==> config.mk <==
export PLATFORM = sky130hd
export DESIGN_NAME = dma_csr_top
export DESIGN_NICKNAME = d
export VERILOG_FILES = /design/src/rtl/dma_csr_pkg.sv /design/src/rtl/dma_csr_flags.sv /design/src/rtl/dma_csr_ctrl.sv /design/src/rtl/dma_csr_irq.sv /design/src/rtl/dma_csr_top.sv
export SDC_FILE = /design/constraint.sdc
export NUM_CORES = 1
export LEC_CHECK = 0
export BUFFER_PORTS_ARGS = -buffer_cell sky130_fd_sc_hd__clkbuf_2
export CORE_MARGIN = 10
export CORE_UTILIZATION = 44
export DETAILED_ROUTE_END_ITERATION = 10
export GPL_TIMING_DRIVEN = 0
export PLACE_DENSITY = 0.84
export SLEW_MARGIN = 25
export SYNTH_ARGS = -nofsm -noshare
export SYNTH_HDL_FRONTEND = slang
export SYNTH_SLANG_ARGS = --single-unit
==> constraint.sdc <==
create_clock -name clk -period 1.8 [get_ports clk]
set_input_delay 0.18 -clock clk [delete_from_list [all_inputs] [get_ports clk]]
set_output_delay 0.18 -clock clk [all_outputs]
set_load 0.01 [all_outputs]
==> src/rtl/dma_csr_pkg.sv <==
package dma_csr_pkg;
  localparam int WORD_W = 32;

  // Bit positions inside the word (software decodes these)
  localparam int B_DEVINT = 0;
  localparam int B_ERR    = 1;
  localparam int B_INTEN  = 4;
  localparam int B_FLUSH  = 5;
  localparam int B_SLV    = 6;
  localparam int B_RST    = 7;
  localparam int B_DIR    = 8;
  localparam int B_EN     = 9;
  localparam int B_TCZ    = 12;
  localparam int B_TCEN   = 13;
  localparam int B_SUM    = 14;
  localparam int B_PEN    = 15;
  localparam int B_PERR   = 16;
  localparam int B_DRAIN  = 17;
  localparam int B_AUTOD  = 18;
  localparam int B_BURST  = 20;
  localparam int B_ID     = 28;
  localparam int ID_W     = 4;

  // Sticky flag indices
  localparam int F_ERR  = 0;
  localparam int F_TCZ  = 1;
  localparam int F_PERR = 2;
  localparam int F_SLV  = 3;
  localparam int NFLAG  = 4;

  typedef enum logic [1:0] {
    BURST_16   = 2'b00,
    BURST_32   = 2'b01,
    BURST_NONE = 2'b10,
    BURST_RSVD = 2'b11
  } burst_e;

  typedef struct packed {
    logic       autodrain;
    logic [1:0] burst;
    logic       pen;
    logic       tcen;
    logic       en;
    logic       dir;
    logic       rst;
    logic       inten;
  } ctrl_t;

  function automatic burst_e burst_norm(input logic [1:0] raw);
    burst_e b;
    b = burst_e'(raw);
    if (b == BURST_RSVD) b = BURST_16;
    return b;
  endfunction
endpackage

==> src/rtl/dma_csr_flags.sv <==
module dma_csr_flags #(
  parameter int N = 4
) (
  input  logic         clk,
  input  logic         rst,
  input  logic [N-1:0] set,
  input  logic [N-1:0] clr,
  output logic [N-1:0] q
);
  // One sticky bit per source; a set in the same cycle as a clear wins.
  for (genvar i = 0; i < N; i++) begin : g_flag
    always_ff @(posedge clk) begin
      if (rst)         q[i] <= 1'b0;
      else if (set[i]) q[i] <= 1'b1;
      else if (clr[i]) q[i] <= 1'b0;
    end

    assert_set_wins_R3: assert property (@(posedge clk) disable iff (rst)
      set[i] |=> q[i]);
  end
endmodule

==> src/rtl/dma_csr_ctrl.sv <==
module dma_csr_ctrl
  import dma_csr_pkg::*;
(
  input  logic              clk,
  input  logic              rst,
  input  logic              wr_hit,
  input  logic [WORD_W-1:0] wdata,
  output ctrl_t             ctrl,
  output logic              drain_stb,
  output logic              flush_stb
);
  ctrl_t ctrl_d;

  always_comb begin
    ctrl_d           = ctrl;
    ctrl_d.inten     = wdata[B_INTEN];
    ctrl_d.rst       = wdata[B_RST];
    ctrl_d.dir       = wdata[B_DIR];
    ctrl_d.en        = wdata[B_EN];
    ctrl_d.tcen      = wdata[B_TCEN];
    ctrl_d.pen       = wdata[B_PEN];
    ctrl_d.autodrain = wdata[B_AUTOD];
    ctrl_d.burst     = wdata[B_BURST +: 2];
  end

  always_ff @(posedge clk) begin
    if (rst) begin
      ctrl      <= '0;
      drain_stb <= 1'b0;
      flush_stb <= 1'b0;
    end else begin
      if (wr_hit) ctrl <= ctrl_d;
      flush_stb <= wr_hit & wdata[B_FLUSH];
      // drain request is dropped while auto-drain is already on
      drain_stb <= wr_hit & wdata[B_DRAIN] & ~ctrl.autodrain;
    end
  end

  assert_drain_gated_R10: assert property (@(posedge clk) disable iff (rst)
    drain_stb |-> !$past(ctrl.autodrain));
  assert_flush_src_R4: assert property (@(posedge clk) disable iff (rst)
    flush_stb |-> $past(wr_hit));
endmodule

==> src/rtl/dma_csr_irq.sv <==
module dma_csr_irq (
  input  logic clk,
  input  logic rst,
  input  logic dev_q,
  input  logic tcz,
  input  logic tcen,
  input  logic perr,
  input  logic pen,
  input  logic err,
  input  logic inten,
  output logic summary,
  output logic irq_out
);
  always_comb summary = dev_q | (tcz & tcen) | (perr & pen);

  always_ff @(posedge clk) begin
    if (rst) irq_out <= 1'b0;
    else     irq_out <= inten & (summary | err);
  end

  assert_irq_masked_R8: assert property (@(posedge clk) disable iff (rst)
    !inten |=> !irq_out);
  assert_irq_err_R8: assert property (@(posedge clk) disable iff (rst)
    (inten && err) |=> irq_out);
  assert_irq_dev_R7: assert property (@(posedge clk) disable iff (rst)
    (inten && dev_q) |=> irq_out);
endmodule

==> src/rtl/dma_csr_top.sv <==
module dma_csr_top
  import dma_csr_pkg::*;
#(
  parameter int          ADDR_W   = 4,
  parameter int          CSR_ADDR = 0,
  parameter logic [3:0]  DEV_ID   = 4'hA
) (
  input  logic              clk,
  input  logic              rst,
  input  logic [ADDR_W-1:0] addr,
  input  logic              wr_en,
  input  logic [31:0]       wr_data,
  input  logic              rd_en,
  output logic [31:0]       rd_data,
  input  logic              dev_irq,
  input  logic              mem_err,
  input  logic              size_err,
  input  logic              tc_zero,
  input  logic              parity_err,
  output logic              irq_out,
  output logic              eng_reset,
  output logic              eng_enable,
  output logic              dir_to_mem,
  output logic [1:0]        burst_mode,
  output logic              drain_stb,
  output logic              flush_stb
);
  localparam logic [ADDR_W-1:0] HIT_ADDR = ADDR_W'(CSR_ADDR);

  logic             hit, wr_hit, rd_hit, flush_now;
  logic             dev_q, summary;
  logic [NFLAG-1:0] fset, fclr, flags;
  ctrl_t            ctrl;
  logic [31:0]      word;

  always_comb begin
    hit       = (addr == HIT_ADDR);
    wr_hit    = wr_en & hit;
    rd_hit    = rd_en & hit;
    flush_now = wr_hit & wr_data[B_FLUSH];
  end

  always_ff @(posedge clk) begin
    if (rst) dev_q <= 1'b0;
    else     dev_q <= dev_irq;
  end

  always_comb begin
    fset         = '0;
    fclr         = '0;
    fset[F_ERR]  = mem_err;
    fset[F_TCZ]  = tc_zero;
    fset[F_PERR] = parity_err;
    fset[F_SLV]  = size_err;
    fclr[F_ERR]  = flush_now;
    fclr[F_TCZ]  = flush_now;
    fclr[F_PERR] = flush_now;
    fclr[F_SLV]  = rd_hit;
  end

  dma_csr_flags #(.N(NFLAG)) u_flags (
    .clk(clk), .rst(rst), .set(fset), .clr(fclr), .q(flags)
  );

  dma_csr_ctrl u_ctrl (
    .clk(clk), .rst(rst), .wr_hit(wr_hit), .wdata(wr_data),
    .ctrl(ctrl), .drain_stb(drain_stb), .flush_stb(flush_stb)
  );

  dma_csr_irq u_irq (
    .clk(clk), .rst(rst), .dev_q(dev_q), .tcz(flags[F_TCZ]), .tcen(ctrl.tcen),
    .perr(flags[F_PERR]), .pen(ctrl.pen), .err(flags[F_ERR]), .inten(ctrl.inten),
    .summary(summary), .irq_out(irq_out)
  );

  always_comb begin
    word                 = '0;
    word[B_DEVINT]       = dev_q;
    word[B_ERR]          = flags[F_ERR];
    word[B_INTEN]        = ctrl.inten;
    word[B_SLV]          = flags[F_SLV];
    word[B_RST]          = ctrl.rst;
    word[B_DIR]          = ctrl.dir;
    word[B_EN]           = ctrl.en;
    word[B_TCZ]          = flags[F_TCZ];
    word[B_TCEN]         = ctrl.tcen;
    word[B_SUM]          = summary;
    word[B_PEN]          = ctrl.pen;
    word[B_PERR]         = flags[F_PERR];
    word[B_AUTOD]        = ctrl.autodrain;
    word[B_BURST +: 2]   = ctrl.burst;
    word[B_ID +: ID_W]   = DEV_ID;
  end

  always_ff @(posedge clk) begin
    if (rst)        rd_data <= '0;
    else if (rd_en) rd_data <= hit ? word : '0;
  end

  always_comb begin
    eng_reset  = ctrl.rst;
    eng_enable = ctrl.en & ~ctrl.rst;
    dir_to_mem = ctrl.dir;
    burst_mode = burst_norm(ctrl.burst);
  end

  assert_flush_clears_R4: assert property (@(posedge clk) disable iff (rst)
    (flush_now && !mem_err && !tc_zero && !parity_err)
      |=> (!flags[F_ERR] && !flags[F_TCZ] && !flags[F_PERR]));
  assert_read_clears_R5: assert property (@(posedge clk) disable iff (rst)
    (rd_hit && !size_err) |=> !flags[F_SLV]);
  assert_foreign_read_R12: assert property (@(posedge clk) disable iff (rst)
    (rd_en && !hit) |=> (rd_data == 32'h0));
  assert_id_field_R11: assert property (@(posedge clk) disable iff (rst)
    rd_hit |=> (rd_data[31:28] == DEV_ID));
  assert_no_rsvd_burst_R9: assert property (@(posedge clk) disable iff (rst)
    burst_mode != 2'b11);
  assert_reset_holds_R6: assert property (@(posedge clk) disable iff (rst)
    eng_reset |-> !eng_enable);
endmodule

# After elaboration in Yosys (flattened, before gate mapping)
# Index checks and enable logic that the tools add are counted.
# W data, S select, Z words.
[totals] regBits=49 inputBits=45 wordCells=45
[op_classes] eq_ne=1 n_mux=8 bitwise_logic=14 n_reduce_logical=5
[op_table] operator="$mux W32" n=1
[op_table] operator="$and A1 B1 Y1" n=9
[op_table] operator="$reduce_bool A2 Y1" n=4
[op_table] operator="$mux W1" n=6
[op_table] operator="$logic_not A4 Y1" n=1
[op_table] operator="$or A1 B1 Y1" n=3
[op_table] operator="$eq A2 B2 Y1 const B" n=1
[op_table] operator="$mux W2" n=1
[op_table] operator="$not A1 Y1" n=2

# Depth between registers and ports, before layout
[depth] depth_word=5 depth_mapped=4 ltp_nobuf=3

# Modules after synthesis
# Synthesis repeated with hierarchy kept, for this count alone.
[hier_totals] hier_cells=120 area_unflattened_um2=1312.5
[modules_own_cells] mod="dma_csr_top" instances=1 cells_per_inst=67 area_each_um2=749.5 seq_area_each_um2=340.3
[modules_own_cells] mod="dma_csr_ctrl" instances=1 cells_per_inst=33 area_each_um2=379.1 seq_area_each_um2=220.2
[modules_own_cells] mod="dma_csr_flags" instances=1 cells_per_inst=16 area_each_um2=140.1 seq_area_each_um2=80.1
[modules_own_cells] mod="dma_csr_irq" instances=1 cells_per_inst=4 area_each_um2=43.8 seq_area_each_um2=20.0

# Worst setup path before layout
# Ideal clock, no wire load.
[synth_timing] path_type="input to register" startpoint="input port addr[1]" endpoint="register rd_data[12]" t_arrival_ns=1.211 path_slack_ns=0.530 stages=4 path_cell_list="or4_4 nor3_4 buf_6 a22o_1"
[synth_via] elab_chain_len=2
[synth_rtl] element="start: declaration" line="dma_csr_top.sv:10" text="input logic [ADDR_W-1:0] addr,"
[synth_rtl] element="$logic_not A4 Y1" line="dma_csr_top.sv:37" text="hit = (addr == HIT_ADDR);"
[synth_rtl] element="$mux W32" line="dma_csr_top.sv:97" text="else if (rd_en) rd_data <= hit ? word : '0;"
[synth_rtl] element="end signal: assignment" line="dma_csr_top.sv:97"
[synth_rtl] element="end: declaration" line="dma_csr_top.sv:14" text="output logic [31:0] rd_data,"
# No other way between the ends.
# A chain may end at the register's enable or synchronous reset.

==> results.txt <==
----------------------------------------------------
[Synth]
  Number of instances in the synthesized netlist ... 130
  Fraction of post-synthesis cell area in the top cell type by area ... 0.515
  Cells taking the most area after synthesis ... dfxtp_1, a22o_1, buf_4
  Post-synth design cell area ... 1280 sq um
  Sequential-to-total area share from yosys stat ... 0.515
  Count of cell types in the netlist ... 22
  Flip-flop and latch count after synthesis ... 33
  YS warnings ... 0
  Area leader, netlist ... dfxtp_1
  Synthesized area per cell ... 9.87 sq um

[Final layout]
  Post-layout utilization of the core ... 0.611
  Area overhead of the layout relative to synthesis ... 32.5%
  Leading cell type in the layout, fill and taps excluded ... clkbuf_2
  # nets final ... 244
  Fin area ... 1700 sq um
  Commonest non-fill, non-tap cells in the layout ... clkbuf_2, dfxtp_1, buf_4, a22o_1, conb_1
  Antenna diode instance count ... 0
  Share of post-route cells with drive strength above 1 ... 0.375
  Final non-filler cell total ... 231

[Setup path]
  Maximum fanout along the worst path ... 10
  Cell count of the worst reg-to-reg path ... 2
  Startpoint type of the worst setup path ... input pin
  WP data arrival ... 1.57 ns
  Crit Path Category ... in2reg
  Series of cell instances along the critical path ... clkbuf_2 -> clkbuf_1 -> nor2_1 -> clkbuf_1 -> a22o_1
  CP bufs+invs ... 3
  Worst-path cell with the longest stage delay ... clkbuf_1
  Cell family contributing the most delay on the critical path ... buffers and inverters
  Required time at the worst-slack endpoint ... 2.08 ns
  Worst Setup End Kind ... flip-flop
  Largest incremental delay on the critical path ... 0.44 ns
  Crit path top cell by count ... clkbuf_1
  Critical path depth in cells ... 5

[GRT]
  GR Util met1 ... 0.135
  GR Overflow Total ... 0
  Met3 demand-to-capacity share in global routing ... 0.0652
  Global-route wire length before repair ... 5280 um
  Antenna violations before repair ... 0
  Vias in the first global route ... 1114
  Global router's overall resource usage ... 0.126
  Busiest metal layer after global routing ... met2
  Global routing met2 resource utilization ... 0.200
  Pin count of the biggest net entering global routing ... 11

[Place]
  Port buffer count ... 48
  Weighted congestion reported at the end of routability-driven placement ... 0.832
  Number of cells in the design after placement ... 223
  Minimum setup slack after placement ... 0.173 ns
  Cell area after placement ... 1610 sq um
  HPWL after DPL ... 2630 um

[Floorplan]
  Die height ... 74.0 um
  Width of the die ... 74.0 um
  Area of the core ... 2780 sq um
  DIE AREA ... 5470 sq um
  Number of top-level pins ... 85
  Count of standard-cell rows ... 19
  Initial Utilization ... 0.461

[Route]
  Total length of routed wires ... 3370 um
  Drt first-iter violations ... 118
  Antenna Nets Post-Route ... 0
  Average wire length per cell after detail routing ... 14.6 um
  Total via count after detailed routing ... 1128
  Number of vias per cell after detailed routing ... 4.88
  Detailed-routing iteration count for the pre-antenna-repair pass ... 4
  Remaining DRCs ... 0

[CTS]
  Clock latency reported for the late side of the worst-skew pair ... 0.33 ns
  Root cell of the clock tree ... clkbuf_4
  Count of instances resized after the clock tree is built ... 0
  Number of clock buffers inserted by TritonCTS ... 5
  Clock transition time at the flip-flop clock pins of the worst setup and hold paths ... 0.09 ns
  Maximum count of clock buffers along a single path ... 2
  Number of levels the H-tree was split into ... 2
  Number of hold buffers added after cts ... 0
  Clock sink count ... 33
  Clock tree from TritonCTS ... done
  Setup bufs post-CTS ... 0

[Pwr]
  Total power divided by cell area ... 852 nW/um^2
  Static leakage ... 0.813 nW
  PnR Total Power ... 1.45 mW
  Worst VDD drop ... 0.000654 V

[STA]
  Min Clock Period, post-route ... 1.28 ns
  Setup TNS ... 0 ns
  Worst slack on hold paths ... 0.0529 ns
  Final setup violating endpoints ... 0
  Final clock period utilization by the worst path ... 0.714
  Highest attainable clock frequency ... 0.778 GHz
  Setup repair after global routing missed its margin ... false
  Final-report max-slew violation count ... 0
  Final Hold Fails ... 0
  Layout Skew ... 0.00446 ns
  PnR worst setup slack ... 0.515 ns

[Hold path]
  Min-Delay Path Depth ... 2
  Path class of the lowest-slack min-delay path ... in2reg

[Job]
  Max Cap Viol ... 0

[Outcome]
  Outcome ... finished clean

----------------------------------------------------
cell type report:
cell class	count	area [sq um]
multi-input combinational	84	505
sequential	33	661
fill	247	1080
clock inverter	1	30.0
inverter	3	11.3
buffer	24	158
tap	31	38.8
timing repair buffer	48	240
clock buffer	7	55.1
synth_stat cells:
cell	count
o21ai_0	10
or4_4	1
a22o_1	15
nor2_1	9
buf_4	16
buf_1	1
nand3_1	9
nor2b_1	4
dfxtp_1	33
a21oi_1	10
nor3b_1	2
nor3_4	1
a311oi_1	3
nor4_2	1
mux2i_1	1
conb_1	1
nor4b_1	1
nand2_1	1
a221o_1	1
clkbuf_1	6
inv_1	3
buf_6	1
flip-flops by register name, summed over array words and instances (netlist names):
register          count
dev_q                 1
rd_data              16
u_ctrl.ctrl           9
u_ctrl.drain_stb      1
u_ctrl.flush_stb      1
u_flags.q             4
u_irq.irq_out         1
per-layer routing:
layer | share of wire | wire, um | up-vias
met3 | 0.11 | 381 | 6
met4 | 0.021 | 70 | 0
met1 | 0.40 | 1340 | 512
met5 | 0 | 0 | -
met2 | 0.47 | 1580 | 40
li1 | - | - | 570
worst register-to-register path, stage by stage (launching register included):
cell	delay [ns]
dfxtp_1	0.33
a221o_1	0.37
a22o_1	0.21
kinds of logic after synthesis:
group,synth area share
DFF,0.515
AOI/OAI and AO/OA,0.209
buffers and inverters,0.132
and+or+nand+nor,0.134
other,0.00292
muxes,0.00781
where the power goes:
group	internal [mW]	switching, mW	leakage [nW]
registers	0.741	0.00801	0.268
clock network	0.332	0.239	0.0455
logic	0.0583	0.0690	0.500
total	1.13	0.316	0.813
worst paths after layout:
path | slack (ns) | start | to
setup / recovery | 0.52 | rst | rd_data[14]
hold / removal | 0.05 | dev_irq | dev_q
setup reg to reg | 0.79 | u_flags.q[1] | rd_data[14]
hold reg to reg | 0.46 | u_ctrl.ctrl[8] | u_ctrl.drain_stb
Note: power is estimated with default switching activity, not from simulation.
